--- config.mk ---
export PLATFORM = sky130hd
export DESIGN_NAME = prio_intc
export DESIGN_NICKNAME = d
export VERILOG_FILES = /design/src/rtl/prio_intc_pkg.sv /design/src/rtl/intc_cfg.sv /design/src/rtl/intc_req.sv /design/src/rtl/intc_resolve.sv /design/src/rtl/prio_intc.sv
export SDC_FILE = /design/constraint.sdc
export NUM_CORES = 1
export LEC_CHECK = 0
export CAP_MARGIN = 5
export CORE_ASPECT_RATIO = 0.6
export CORE_UTILIZATION = 48
export DETAILED_ROUTE_END_ITERATION = 6
export PLACE_DENSITY_LB_ADDON = 0.2
export SYNTH_ARGS = -nofsm -noshare
export SYNTH_HDL_FRONTEND = slang
export SYNTH_SLANG_ARGS = --single-unit
export TNS_END_PERCENT = 30
--- constraint.sdc ---
create_clock -name clk -period 2.7 [get_ports clk]
set_input_delay 0.54 -clock clk [delete_from_list [all_inputs] [get_ports clk]]
set_output_delay 0.54 -clock clk [all_outputs]
set_load 0.05 [all_outputs]
--- src/rtl/prio_intc_pkg.sv ---
// Shared sizes and the setup-sequence state type for the interrupt controller.
package prio_intc_pkg;
    localparam int LINES  = 8;
    localparam int IDX_W  = $clog2(LINES);
    localparam int DATA_W = 8;

    typedef enum logic [2:0] {
        ST_OFF,     // never programmed
        ST_W2,      // expecting vector base
        ST_W3,      // expecting cascade word
        ST_W4,      // expecting mode word
        ST_RUN      // operational
    } cfg_state_t;
endpackage

--- src/rtl/intc_cfg.sv ---
// Register-port decoder and setup sequencer.
// Holds mask, vector base, cascade word, auto-EOI flag and readback select.
// Assumes one write per we pulse; reads have no side effects.
module intc_cfg
    import prio_intc_pkg::*;
(
    input  logic              clk,
    input  logic              rst_n,
    input  logic              we,
    input  logic              a0,
    input  logic [DATA_W-1:0] wdata,
    output logic [LINES-1:0]  imr,
    output logic [DATA_W-1:0] base,
    output logic [DATA_W-1:0] casc,
    output logic              aeoi,
    output logic              rd_isr,
    output logic              ready,
    output logic              init_clr,
    output logic              eoi_req,
    output logic [IDX_W-1:0]  eoi_line
);
    cfg_state_t st;
    logic       cmd_wr, dat_wr, in_setup;

    // Decode strobes for this cycle's write
    always_comb begin
        cmd_wr   = we && !a0;
        dat_wr   = we && a0;
        ready    = (st == ST_RUN);
        in_setup = (st == ST_W2) || (st == ST_W3) || (st == ST_W4);
        init_clr = cmd_wr && wdata[4];
        eoi_req  = cmd_wr && ready && (wdata[7:3] == 5'b01100);
        eoi_line = wdata[IDX_W-1:0];
    end

    // Setup sequencer and configuration registers
    always_ff @(posedge clk) begin
        if (!rst_n) begin
            st     <= ST_OFF;
            imr    <= '1;
            base   <= '0;
            casc   <= '0;
            aeoi   <= 1'b0;
            rd_isr <= 1'b0;
        end else if (init_clr) begin
            st     <= ST_W2;
            imr    <= '0;
            rd_isr <= 1'b0;
        end else if (cmd_wr && ready && wdata[4:3] == 2'b01 && wdata[1]) begin
            rd_isr <= wdata[0];
        end else if (dat_wr) begin
            case (st)
                ST_W2:   begin base <= wdata; st <= ST_W3; end
                ST_W3:   begin casc <= wdata; st <= ST_W4; end
                ST_W4:   begin aeoi <= wdata[1]; st <= ST_RUN; end
                ST_RUN:  imr <= wdata;
                default: ;
            endcase
        end
    end

    AST_SETUP_KEEPS_MASK: assert property (@(posedge clk) disable iff (!rst_n)
        (dat_wr && in_setup) |=> $stable(imr));
    AST_START_CLEARS_MASK: assert property (@(posedge clk) disable iff (!rst_n)
        init_clr |=> (imr == '0 && !rd_isr));
endmodule

--- src/rtl/intc_req.sv ---
// Request register: rising-edge capture per line, held while the line stays high.
// A bit clears when its line falls or when the acknowledge logic takes it.
module intc_req
    import prio_intc_pkg::*;
(
    input  logic             clk,
    input  logic             rst_n,
    input  logic [LINES-1:0] irq_in,
    input  logic [LINES-1:0] ack_clr,
    output logic [LINES-1:0] irr
);
    logic [LINES-1:0] prev;

    genvar g;
    generate
        for (g = 0; g < LINES; g++) begin : g_line
            // Edge capture and hold for one request line
            always_ff @(posedge clk) begin
                if (!rst_n) begin
                    prev[g] <= 1'b0;
                    irr[g]  <= 1'b0;
                end else begin
                    prev[g] <= irq_in[g];
                    irr[g]  <= ((irr[g] && irq_in[g]) || (irq_in[g] && !prev[g])) && !ack_clr[g];
                end
            end
        end
    endgenerate

    AST_NO_REQ_ON_LOW_LINE: assert property (@(posedge clk) disable iff (!rst_n)
        1'b1 |=> ((irr & ~$past(irq_in)) == '0));
endmodule

--- src/rtl/intc_resolve.sv ---
// Priority resolver, in-service register and acknowledge sequencing.
// Fixed priority, line 0 highest. The vector is registered one cycle after inta.
// Cascade forwarding is combinational during the acknowledge cycle.
module intc_resolve
    import prio_intc_pkg::*;
(
    input  logic              clk,
    input  logic              rst_n,
    input  logic [LINES-1:0]  irr,
    input  logic [LINES-1:0]  imr,
    input  logic [DATA_W-1:0] base,
    input  logic [DATA_W-1:0] casc,
    input  logic              aeoi,
    input  logic              ready,
    input  logic              slave_mode,
    input  logic              inta,
    input  logic [IDX_W-1:0]  cas_in,
    input  logic              init_clr,
    input  logic              eoi_req,
    input  logic [IDX_W-1:0]  eoi_line,
    output logic [LINES-1:0]  isr,
    output logic [LINES-1:0]  ack_clr,
    output logic              int_out,
    output logic [IDX_W-1:0]  cas_out,
    output logic              cas_oe,
    output logic [DATA_W-1:0] vec_out,
    output logic              vec_oe
);
    localparam logic [IDX_W-1:0] SPUR_LINE = IDX_W'(LINES - 1);

    logic [LINES-1:0] allowed, elig, isr_nxt;
    logic             seen, win_valid, take, fwd, selected;
    logic [IDX_W-1:0] win_idx;

    // Lines ranked above every in-service line
    always_comb begin
        seen = 1'b0;
        for (int i = 0; i < LINES; i++) begin
            allowed[i] = !(seen || isr[i]);
            seen       = seen || isr[i];
        end
    end

    // Pick the lowest-index eligible request
    always_comb begin
        elig      = irr & ~imr & allowed;
        win_valid = |elig;
        win_idx   = '0;
        for (int i = LINES - 1; i >= 0; i--) begin
            if (elig[i]) win_idx = IDX_W'(i);
        end
    end

    // Acknowledge qualification and cascade forwarding
    always_comb begin
        selected = slave_mode ? (cas_in == casc[IDX_W-1:0]) : 1'b1;
        take     = ready && inta && selected;
        fwd      = !slave_mode && win_valid && casc[win_idx];
        cas_out  = win_idx;
        cas_oe   = ready && inta && fwd;
        int_out  = ready && win_valid;
        ack_clr  = '0;
        if (take && win_valid) ack_clr[win_idx] = 1'b1;
    end

    // Next in-service value: retire first, then record the acknowledged line
    always_comb begin
        isr_nxt = isr;
        if (eoi_req) isr_nxt[eoi_line] = 1'b0;
        if (take && win_valid && !aeoi) isr_nxt[win_idx] = 1'b1;
    end

    // In-service register
    always_ff @(posedge clk) begin
        if (!rst_n)        isr <= '0;
        else if (init_clr) isr <= '0;
        else               isr <= isr_nxt;
    end

    // Registered vector output, one cycle per served acknowledge
    always_ff @(posedge clk) begin
        if (!rst_n) begin
            vec_oe  <= 1'b0;
            vec_out <= '0;
        end else begin
            vec_oe <= take && !fwd;
            if (take) vec_out <= base + DATA_W'(win_valid ? win_idx : SPUR_LINE);
        end
    end

    AST_VEC_FOLLOWS_ACK: assert property (@(posedge clk) disable iff (!rst_n)
        vec_oe |-> $past(inta));
    AST_EOI_RETIRES: assert property (@(posedge clk) disable iff (!rst_n)
        (eoi_req && !inta && !init_clr) |=> !isr[$past(eoi_line)]);
    AST_SPUR_KEEPS_ISR: assert property (@(posedge clk) disable iff (!rst_n)
        (take && !win_valid && !eoi_req && !init_clr) |=> $stable(isr));
    AST_AEOI_KEEPS_ISR: assert property (@(posedge clk) disable iff (!rst_n)
        (take && aeoi && !eoi_req && !init_clr) |=> $stable(isr));
    AST_UNSELECTED_SLAVE_SILENT: assert property (@(posedge clk) disable iff (!rst_n)
        (inta && slave_mode && !selected) |=> !vec_oe);
endmodule

--- src/rtl/prio_intc.sv ---
// Eight-line programmable priority interrupt controller, top level.
// Connects the register port, request capture and resolver, and muxes readback.
// Assumes synchronous active-low reset and single-cycle inta pulses.
module prio_intc
    import prio_intc_pkg::*;
(
    input  logic              clk,
    input  logic              rst_n,
    input  logic              we,
    input  logic              a0,
    input  logic [DATA_W-1:0] wdata,
    output logic [DATA_W-1:0] rdata,
    input  logic [LINES-1:0]  irq_in,
    input  logic              inta,
    input  logic              slave_mode,
    input  logic [IDX_W-1:0]  cas_in,
    output logic [IDX_W-1:0]  cas_out,
    output logic              cas_oe,
    output logic              int_out,
    output logic [DATA_W-1:0] vec_out,
    output logic              vec_oe
);
    logic [LINES-1:0]  imr, irr, isr, ack_clr;
    logic [DATA_W-1:0] base, casc;
    logic              aeoi, rd_isr, ready, init_clr, eoi_req;
    logic [IDX_W-1:0]  eoi_line;

    intc_cfg u_cfg (
        .clk(clk), .rst_n(rst_n), .we(we), .a0(a0), .wdata(wdata),
        .imr(imr), .base(base), .casc(casc), .aeoi(aeoi), .rd_isr(rd_isr),
        .ready(ready), .init_clr(init_clr), .eoi_req(eoi_req), .eoi_line(eoi_line)
    );

    intc_req u_req (
        .clk(clk), .rst_n(rst_n), .irq_in(irq_in), .ack_clr(ack_clr), .irr(irr)
    );

    intc_resolve u_res (
        .clk(clk), .rst_n(rst_n), .irr(irr), .imr(imr), .base(base), .casc(casc),
        .aeoi(aeoi), .ready(ready), .slave_mode(slave_mode), .inta(inta),
        .cas_in(cas_in), .init_clr(init_clr), .eoi_req(eoi_req), .eoi_line(eoi_line),
        .isr(isr), .ack_clr(ack_clr), .int_out(int_out), .cas_out(cas_out),
        .cas_oe(cas_oe), .vec_out(vec_out), .vec_oe(vec_oe)
    );

    // Readback mux for the addressed register
    always_comb begin
        if (a0)          rdata = imr;
        else if (rd_isr) rdata = isr;
        else             rdata = irr;
    end

    AST_INT_NEEDS_UNMASKED: assert property (@(posedge clk) disable iff (!rst_n)
        int_out |-> (|(irr & ~imr)));
endmodule

== Word level (Yosys, flattened, before mapping) ==
Cells that the tools add are included.

* Flip-flop bits (word level): 62
* Input port bits: 25
* Logic and storage cells: 174

* Add/subtract/negate cells: 1
* Magnitude comparators: 4
* Eq/ne operators: 8
* Mux-type cells: 29
* Bitwise logic cells: 9
* Reduce and logical (&&, ||, !) cells: 97

{| class="wikitable"
|+ Operators by type and width
! cell !! number
|-
| 8-bit two-way mux || 9
|-
| 1-bit logical AND || 42
|-
| 1-bit zero test || 28
|-
| 3-bit two-way mux || 9
|-
| 8-bit AND || 3
|-
| 8-bit NOT || 2
|-
| 1-bit logical OR || 15
|-
| 4-bit AND reduction || 3
|-
| 3-bit one-hot mux with 3 select lines || 1
|-
| 3-bit AND reduction || 3
|-
| 8-bit adder || 1
|-
| 3-bit by 4-bit < comparator with 1-bit output (second input constant) || 2
|-
| 8-bit OR || 1
|-
| 8-bit OR reduction || 1
|-
| 1-bit two-way mux || 7
|-
| 1-bit demux with 3-bit select || 2
|-
| 3-bit by 2-bit equality test with 1-bit output (second input constant) || 2
|-
| 3-bit by 1-bit >= comparator with 1-bit output (second input constant) || 2
|-
| 5-bit by 4-bit equality test with 1-bit output (second input constant) || 1
|-
| 2-bit nonzero test || 2
|-
| 4-bit nonzero test || 1
|-
| 1-bit binary-select mux with 3-bit select || 1
|-
| 3-bit by 1-bit equality test with 1-bit output (second input constant) || 1
|-
| 3-bit equality test || 1
|-
| 6 further kinds || 8
|}

== Logic depth before layout (Yosys ltp) ==
Gate-level depths: netlist of the first run.

* Depth in word-level cells: 24
* Gate-level depth with buffers: 13

== Modules after synthesis ==
Synthesis of the first run repeated with hierarchy kept, for this count alone.

* Cells, all modules: 360
* Area total of the unflattened synthesis: 3228.1 µm²

{| class="wikitable"
|+ By module, submodules not included
! module !! times used !! cells an instance !! area each (µm²) !! sequential area each (µm²)
|-
| intc_resolve || 1 || 154 || 1283.7 || 340.3
|-
| intc_cfg || 1 || 140 || 1241.2 || 580.6
|-
| intc_req || 1 || 40 || 530.5 || 320.3
|-
| prio_intc || 1 || 26 || 172.7 || 0.0
|}

== Worst setup path after synthesis of the first run ==
Ideal clock, no wire load.

* Path kind: register to register
* Start: reg u_res.isr[0]
* End: reg u_res.vec_out[7]
* Data arrival time: 3.125 ns
* Data required time: 2.563 ns
* Setup slack: -0.563 ns
* Stages on the path, launching flop included: 13
* Clock period less this slack: 3.263 ns
* Path through: dfxtp_1 or4_4 nor4_4 nor2_1 nor2_1 nand2b_1 ha_1 a21o_1 a21oi_1 nor2_1 nand3_1 xor2_1 a211oi_1

* Longest elaborated chain between the ends: 19

{| class="wikitable"
|+ Ends and longest elaborated chain
! item !! line !! source
|-
| start: declaration || intc_resolve.sv:21 || <nowiki>output logic [LINES-1:0] isr,</nowiki>
|-
| start signal: assignment || intc_resolve.sv:77 || <nowiki>else isr <= isr_nxt;</nowiki>
|-
| 1-bit logical OR (6 in a row) || intc_resolve.sv:39, intc_resolve.sv:40 ||
|-
| 1-bit logical OR || intc_resolve.sv:39 || <nowiki>allowed[i] = !(seen || isr[i]);</nowiki>
|-
| 1-bit zero test || intc_resolve.sv:39 ||
|-
| 8-bit AND (*) || intc_resolve.sv:46 || <nowiki>elig = irr & ~imr & allowed;</nowiki>
|-
| 3-bit two-way mux (7 in a row) || intc_resolve.sv:50 || <nowiki>if (elig[i]) win_idx = IDX_W'(i);</nowiki>
|-
| 3-bit two-way mux (*) || intc_resolve.sv:50 ||
|-
| net cas_out[1] || prio_intc.sv:17 || <nowiki>output logic [IDX_W-1:0] cas_out,</nowiki>
|-
| 3-bit two-way mux (*) || intc_resolve.sv:87 || <nowiki>if (take) vec_out <= base + DATA_W'(win_valid ? win_idx : SPUR_LINE);</nowiki>
|-
| 8-bit adder (*) || intc_resolve.sv:87 ||
|-
| end signal: assignment || intc_resolve.sv:87 ||
|-
| end: declaration || intc_resolve.sv:26 || <nowiki>output logic [DATA_W-1:0] vec_out,</nowiki>
|}

Mark *: on every way through the listed nets, which the timed path passes. The rest lies on a longest branch.
A chain may end at the register's enable or synchronous reset.

== Final worst setup path of the first run ==
* Start: reg u_res.isr[0]
* End: out cas_oe

* Longest elaborated chain between the ends: 21

{| class="wikitable"
|+ Ends and longest elaborated chain
! item !! line !! source
|-
| 1-bit logical OR (6 in a row) || intc_resolve.sv:39, intc_resolve.sv:40 ||
|-
| 1-bit logical OR || intc_resolve.sv:39 ||
|-
| 1-bit zero test || intc_resolve.sv:39 ||
|-
| 8-bit AND (*) || intc_resolve.sv:46 ||
|-
| 3-bit two-way mux (8 in a row) || intc_resolve.sv:50 ||
|-
| 1-bit binary-select mux with 3-bit select || intc_resolve.sv:58 || <nowiki>fwd = !slave_mode && win_valid && casc[win_idx];</nowiki>
|-
| 1-bit two-way mux (not written as such) || intc_resolve.sv:58 ||
|-
| 1-bit logical AND (*) || intc_resolve.sv:58 ||
|-
| 1-bit logical AND (*) || intc_resolve.sv:60 || <nowiki>cas_oe = ready && inta && fwd;</nowiki>
|-
| end: declaration || prio_intc.sv:18 || <nowiki>output logic cas_oe,</nowiki>
|}

Mark *: on every way between the ends. The rest lies on a longest branch, timed or not. The select of a mux whose other input is x is not followed.

==> results of run 1 <==
==> registers in the layout (all words and copies together) (netlist names) <==
name / flops
u_res.isr: 8
u_cfg.aeoi: 1
u_cfg.base: 8
u_req.prev: 8
u_res.vec_out: 8
u_req.irr: 8
u_cfg.st: 3
u_cfg.imr: 8
u_cfg.rd_isr: 1
u_res.vec_oe: 1
u_cfg.casc: 8
==> metal layers <==
layer  track usage  wire, µm
met2        0.4250      3720
met3       0.08799       755
met1        0.4408      4661
met5             0         0
met4       0.09464       125
==> metrics by stage <==
stage          setup slack, ps  setup TNS (ps)  total power, mW  cell area, µm²    util
6_report                -301.5          -740.9            2.256            4357  0.7537
4_1_cts                 -273.1          -556.0            2.254            4348  0.7522
3_3_place_gp             13.88               0            1.298            4009  0.6935
3_5_place_dp            -108.5          -231.0            1.302            4009  0.6935
5_1_grt                 -356.1           -1702            2.339            4357  0.7537
2_1_floorplan           -30.82          -30.82            1.126            3048       -
==> final cells by class <==
class	instances	area, µm²
Fill cell	424	1424
Inverter	19	75.07
Clock buffer	13	168.9
Sequential cell	62	1247
Clock inverter	3	65.06
Tap cell	80	100.1
Timing Repair Buffer	93	947.2
Multi-Input combinational cell	252	1753
==> cell families (layout without fill, tap and decap cells) <==
group,after synthesis,in the layout,share of synthesized area
xor+xnor,10,10,0.02922
mux,33,33,0.1102
fa+ha+maj,4,4,0.01920
flops,62,62,0.4140
compound gates,82,82,0.1761
simple gates,123,123,0.2124
buf+inv,30,128,0.03881
==> synthesized netlist by cell type (3+ instances only) <==
| library cell | instances |
|---|---|
| nand2_1 | 23 |
| a21o_1 | 3 |
| a31o_2 | 4 |
| and2_1 | 9 |
| xnor2_1 | 8 |
| ha_1 | 3 |
| nand3_1 | 11 |
| clkbuf_1 | 10 |
| a211oi_1 | 5 |
| inv_1 | 18 |
| a21oi_1 | 18 |
| o311a_1 | 3 |
| nand2b_1 | 4 |
| dfxtp_1 | 62 |
| o21ai_0 | 28 |
| nor3b_1 | 3 |
| mux2i_1 | 33 |
| nor2_1 | 47 |
==> worst register-to-register path, cell delays in order (launching register included) <==
cell and delay, ps:
dfxtp_2 340, buf_4 140, nor4_4 380, a22oi_1 170, nand2_1 130, buf_4 120
inv_1 40, nand2_1 80, buf_4 130, nand2b_4 70, ha_4 260, a21o_1 150
a21oi_4 80, nor2_2 140, nand3_1 110, xor2_1 190, a211oi_2 200
==> worst paths after layout <==
check | start | endpoint | slack, ps | cells after the start
hold reg to reg | u_req.prev[4] | u_req.irr[4] | 430 | 1
setup / recovery | u_res.isr[0] | cas_oe | -300 | 8
setup reg to reg | u_res.isr[0] | u_res.vec_out[7] | -120 | 16
hold / removal | u_req.prev[4] | u_req.irr[4] | 430 | 1
==> cells in the final DEF, fill, tap and decap left out, types with 2 or more instances in the layout <==
cell type	instances
and2_1	9
inv_1	17
nand3_1	11
a21oi_1	16
clkdlybuf4s50_1	33
dfxtp_1	57
ha_1	2
buf_4	46
nor4_1	2
or4_4	3
xnor2_1	8
mux2i_1	33
a221oi_2	2
and2_2	2
a211oi_2	2
nor2_4	2
dfxtp_2	5
nor2b_1	2
a31o_2	4
nand2_1	23
a211oi_1	3
a21o_1	3
buf_12	13
nor3b_2	2
clkbuf_8	12
nor4_4	2
nor2_1	42
o311a_1	3
xor2_1	2
o21a_1	2
o21ai_0	27
a21oi_4	2
nand2b_1	3
nor2_2	3
bufinv_16	2
o21ai_1	3
==> timing repair <==
item | in CTS | in global routing
pin swaps | 18 | 3
endpoints found under the setup margin | 5 | 9
buffers inserted | 5 | 0
resized for setup | 17 | 2
==> power by group through the flow <==
stage	Clock, mW	Combinational, mW	Sequential [mW]
floorplan	0	0.155	0.970
detailed placement	0	0.327	0.975
global placement	0	0.324	0.974
finish	0.958	0.343	0.956
CTS	0.961	0.338	0.955
global route	1.02	0.363	0.957
==> run metrics, run 1 <==
antenna violations before repair 0; HP Class register to register; CTS Hold Bufs 0; cell at the slowest stage of the critical path or4_4; Via Count 2,907; top cell family by delay on the critical path simple AND/OR/NAND/NOR gates; Mapped Area 0.002998 mm²; Worst Max-Slew Pin Slew 606.7 ps; row count 21; largest net degree at the start of global routing 27; Inserted Diodes 0; Max IR drop VDD 0.0002437 V; Seq pwr share 0.424; global route overflow 0; CP max stage delay 540 ps; Area Growth Syn to Fin 45.33%; Max Root-Sink Buffers 2; # setup viols final 5; Final Hold Vio Count 0; Cells after Synth 344; Distinct cells, synth 59; warnings from Yosys 0; crit path kind register to output pin; final slew viol count 0; dpl cells 501; vias in the first global route 2,768; Total Nets Final 466; net count after synthesis 373; ys async rst share 0; non-filler cells, final 522; final wirelength 9261 µm; Comb power frac 0.152; share of layout cells above drive strength 1 0.2579; clock power share 0.425; RSZ-0062 raised after global routing true; P_int 1.694 mW; CTS tree done; die area 0.006576 mm²; Switching Share 0.2490; CTS root buf clkbuf_8; Synth area leader dfxtp_1; post-synthesis sequential area ratio 0.4140; first-pass GRT wire length 15,060 µm; Port-buffer cells 46; DRC errors left 0; total of max-cap violations 0; Die Height 63.22 µm; Worst Path Max Fanout 5; Worst EP required 2160 ps; failing checks setup timing; final period utilization 1.112; Slew headroom 0.5950; worst skew pair latency 350 ps; Leakage 1.716 nW; CTS Sinks 62; GRT Util Overall 0.3030; Top Ports 47; DIE WIDTH 104.0 µm; Hold WS 427.6 ps; Detailed Place HPWL 6842 µm; TritonRoute pass-1 iters 4; Clock Pin Slew Worst Setup and Hold Paths 70 ps; drt wl/cell 17.74 µm; critical path arrival 2460 ps; crit path capture type output pin; Mapped Avg Cell Area 8.715 µm²; share of the synthesized area in the top cell type 0.4140; crit-path cells buf_4 -> nor4_4 -> a22o_1 -> or4_1 -> o21ai_1 -> or4_4 -> a21oi_4 -> buf_12; synth top area cells dfxtp_1, mux2i_1, nor2_1; Power Density 517.9 mW/mm²; clk_skew 8.420 ps; 1st-iter DRT viols 187; P_sw 0.5617 mW; Critical Path Start Type register; FMAX 333.2 MHz; Worst Path Buf+Inv 2; TritonCTS Buffers 9; H-tree depth 3; Initial Utilization 0.5186; outcome finished with violations; routability cong. 0.9124; core box area 0.005781 mm²; Main synth FF type dfxtp_1; FF+latch count, synth 62; Final WS setup -301.5 ps; antenna-violating nets left 0; Tmin final 3001 ps; vias per cell 5.569; Post-synth EDFFs 0
Note: power is estimated with default switching activity, not from simulation.
==> run 2, diff against run 1 <==
CORE_UTILIZATION = 58   (was 48)
clock period = 3.9 ns   (was 2.7 ns; I/O delays follow)
==> run 2 against run 1 <==
  * The flow now finishes without violations
  * Clock power shrank 38%
  * Combinational power shrank 48%
  * Via count shrank 0.58%
  * First-iteration DRC count grew 28%
  * Global-route usage grew 4.1 points
  * Critical path type unchanged
==> run metrics, run 2 (synthesis results as in run 1) <==
outcome completed; Comb power frac 0.125; clk_skew 12.64 ps; CTS Sinks 62; H-tree depth 3; Top Ports 47; vias in the first global route 2,770; Seq pwr share 0.460; 1st-iter DRT viols 239; Worst Path Max Fanout 7; Leakage 1.435 nW; M1 WL 3895 µm; clock power share 0.415; crit path kind register to output pin; Detailed Place HPWL 6219 µm; Max Root-Sink Buffers 2; vias per cell 6.228; P_sw 0.3680 mW; total of max-cap violations 0; Area Growth Syn to Fin 24.75%; die area 0.005470 mm²; routed length on met3 881 µm; P_int 1.071 mW; crit-path cells or4_4 -> nor2_1 -> o21ai_1 -> and2_1 -> nor2_1 -> clkdlybuf4s50_1; first-pass GRT wire length 13,770 µm; drt wl/cell 18.56 µm; Tmin final 3694 ps; HP Class register to register; row count 19; TritonCTS Buffers 9; routability cong. 0.9497; share of layout cells above drive strength 1 0.1197; CP max stage delay 820 ps; global route overflow 0; largest net degree at the start of global routing 28; Detail Route met2 WL 3621 µm; crit path capture type output pin; final wirelength 8611 µm; Power Density 384.8 mW/mm²; CTS Hold Bufs 0; highest metal used met4; Worst EP required 3120 ps; Die Height 57.69 µm; Clock Pin Slew Worst Setup and Hold Paths 70 ps; Via Count 2,890; most common cell type on the critical path nor2_1; most frequent cells in the layout dfxtp_1, nor2_1, clkdlybuf4s50_1, mux2i_1, o21ai_0; DRC errors left 0; CTS root buf clkbuf_8; Power, Total 1.439 mW; Worst Path Buf+Inv 1; TritonRoute pass-1 iters 5; Initial Utilization 0.6305; Post-CTS Setup Inserts 0; commonest non-fill, non-tap cell in the layout dfxtp_1; GRT Util Overall 0.3439; Worst Max-Slew Pin Slew 743.3 ps; cell at the slowest stage of the critical path clkdlybuf4s50_1; Max IR drop VDD 0.0002802 V; Final Hold Vio Count 0; Total Nets Final 426; Slew headroom 0.5045; final slew viol count 0; reg2reg setup slack 750 ps; final period utilization 0.9473; antenna-violating nets left 0; antenna violations before repair 0; FMAX 270.7 MHz; Inserted Diodes 0; Switching Share 0.2557; worst skew pair latency 350 ps; DIE WIDTH 94.82 µm; RSZ-0062 raised after global routing false; Critical Path Start Type register; CTS tree done; core box area 0.004755 mm²; top cell family by delay on the critical path simple AND/OR/NAND/NOR gates; critical path arrival 2910 ps; Port-buffer cells 46; setup_tns 0 ps; # setup viols final 0
run 2: final timing paths:
path / start / cells past startpoint / endpoint
max reg2reg: u_res.isr[0] / 12 / u_res.vec_out[7]
max: u_res.isr[0] / 6 / int_out
min reg2reg: u_req.prev[4] / 1 / u_req.irr[4]
min: u_req.prev[4] / 1 / u_req.irr[4]
run 2: stage by stage:
stage	worst slack (ps)	area, µm²	utilization	cells	hold slack (ps)
floorplan	437.6	2998	-	344	403.5
global placement	602.6	3525	0.7413	449	410.5
detailed placement	492.7	3525	0.7413	449	418.0
CTS	92.26	3727	0.7839	464	427.9
global route	54.89	3740	0.7866	464	447.9
finish	205.7	3740	0.7866	464	426.8
run 2: power by group through the flow:
stage / clock, mW / combinational, mW / sequential [mW]
2_1_floorplan: 0 / 0.103 / 0.672
4_1_cts: 0.598 / 0.177 / 0.661
5_1_grt: 0.626 / 0.191 / 0.663
6_report: 0.598 / 0.180 / 0.662
3_5_place_dp: 0 / 0.175 / 0.675
3_3_place_gp: 0 / 0.171 / 0.674
run 2: timing repair:
item                                    in CTS  in global routing
hold endpoints to repair                     0                  0
gates resized for setup                      0                  2
endpoints found under the setup margin       0                  1
run 2: routing by layer:
layer | vias up | global-route usage
met5 | - | 0
met3 | 30 | 0.1194
met2 | 168 | 0.5108
li1 | 1330 | -
met1 | 1362 | 0.4676
met4 | 0 | 0.1212
run 2: cell type report:
class | count | area, µm²
Sequential cell | 62 | 1241
Multi-Input combinational cell | 252 | 1653
Clock inverter | 5 | 75.07
Inverter | 19 | 71.32
Clock buffer | 10 | 127.6
Fill cell | 344 | 1015
Tap cell | 63 | 78.83
Timing Repair Buffer | 53 | 493.0
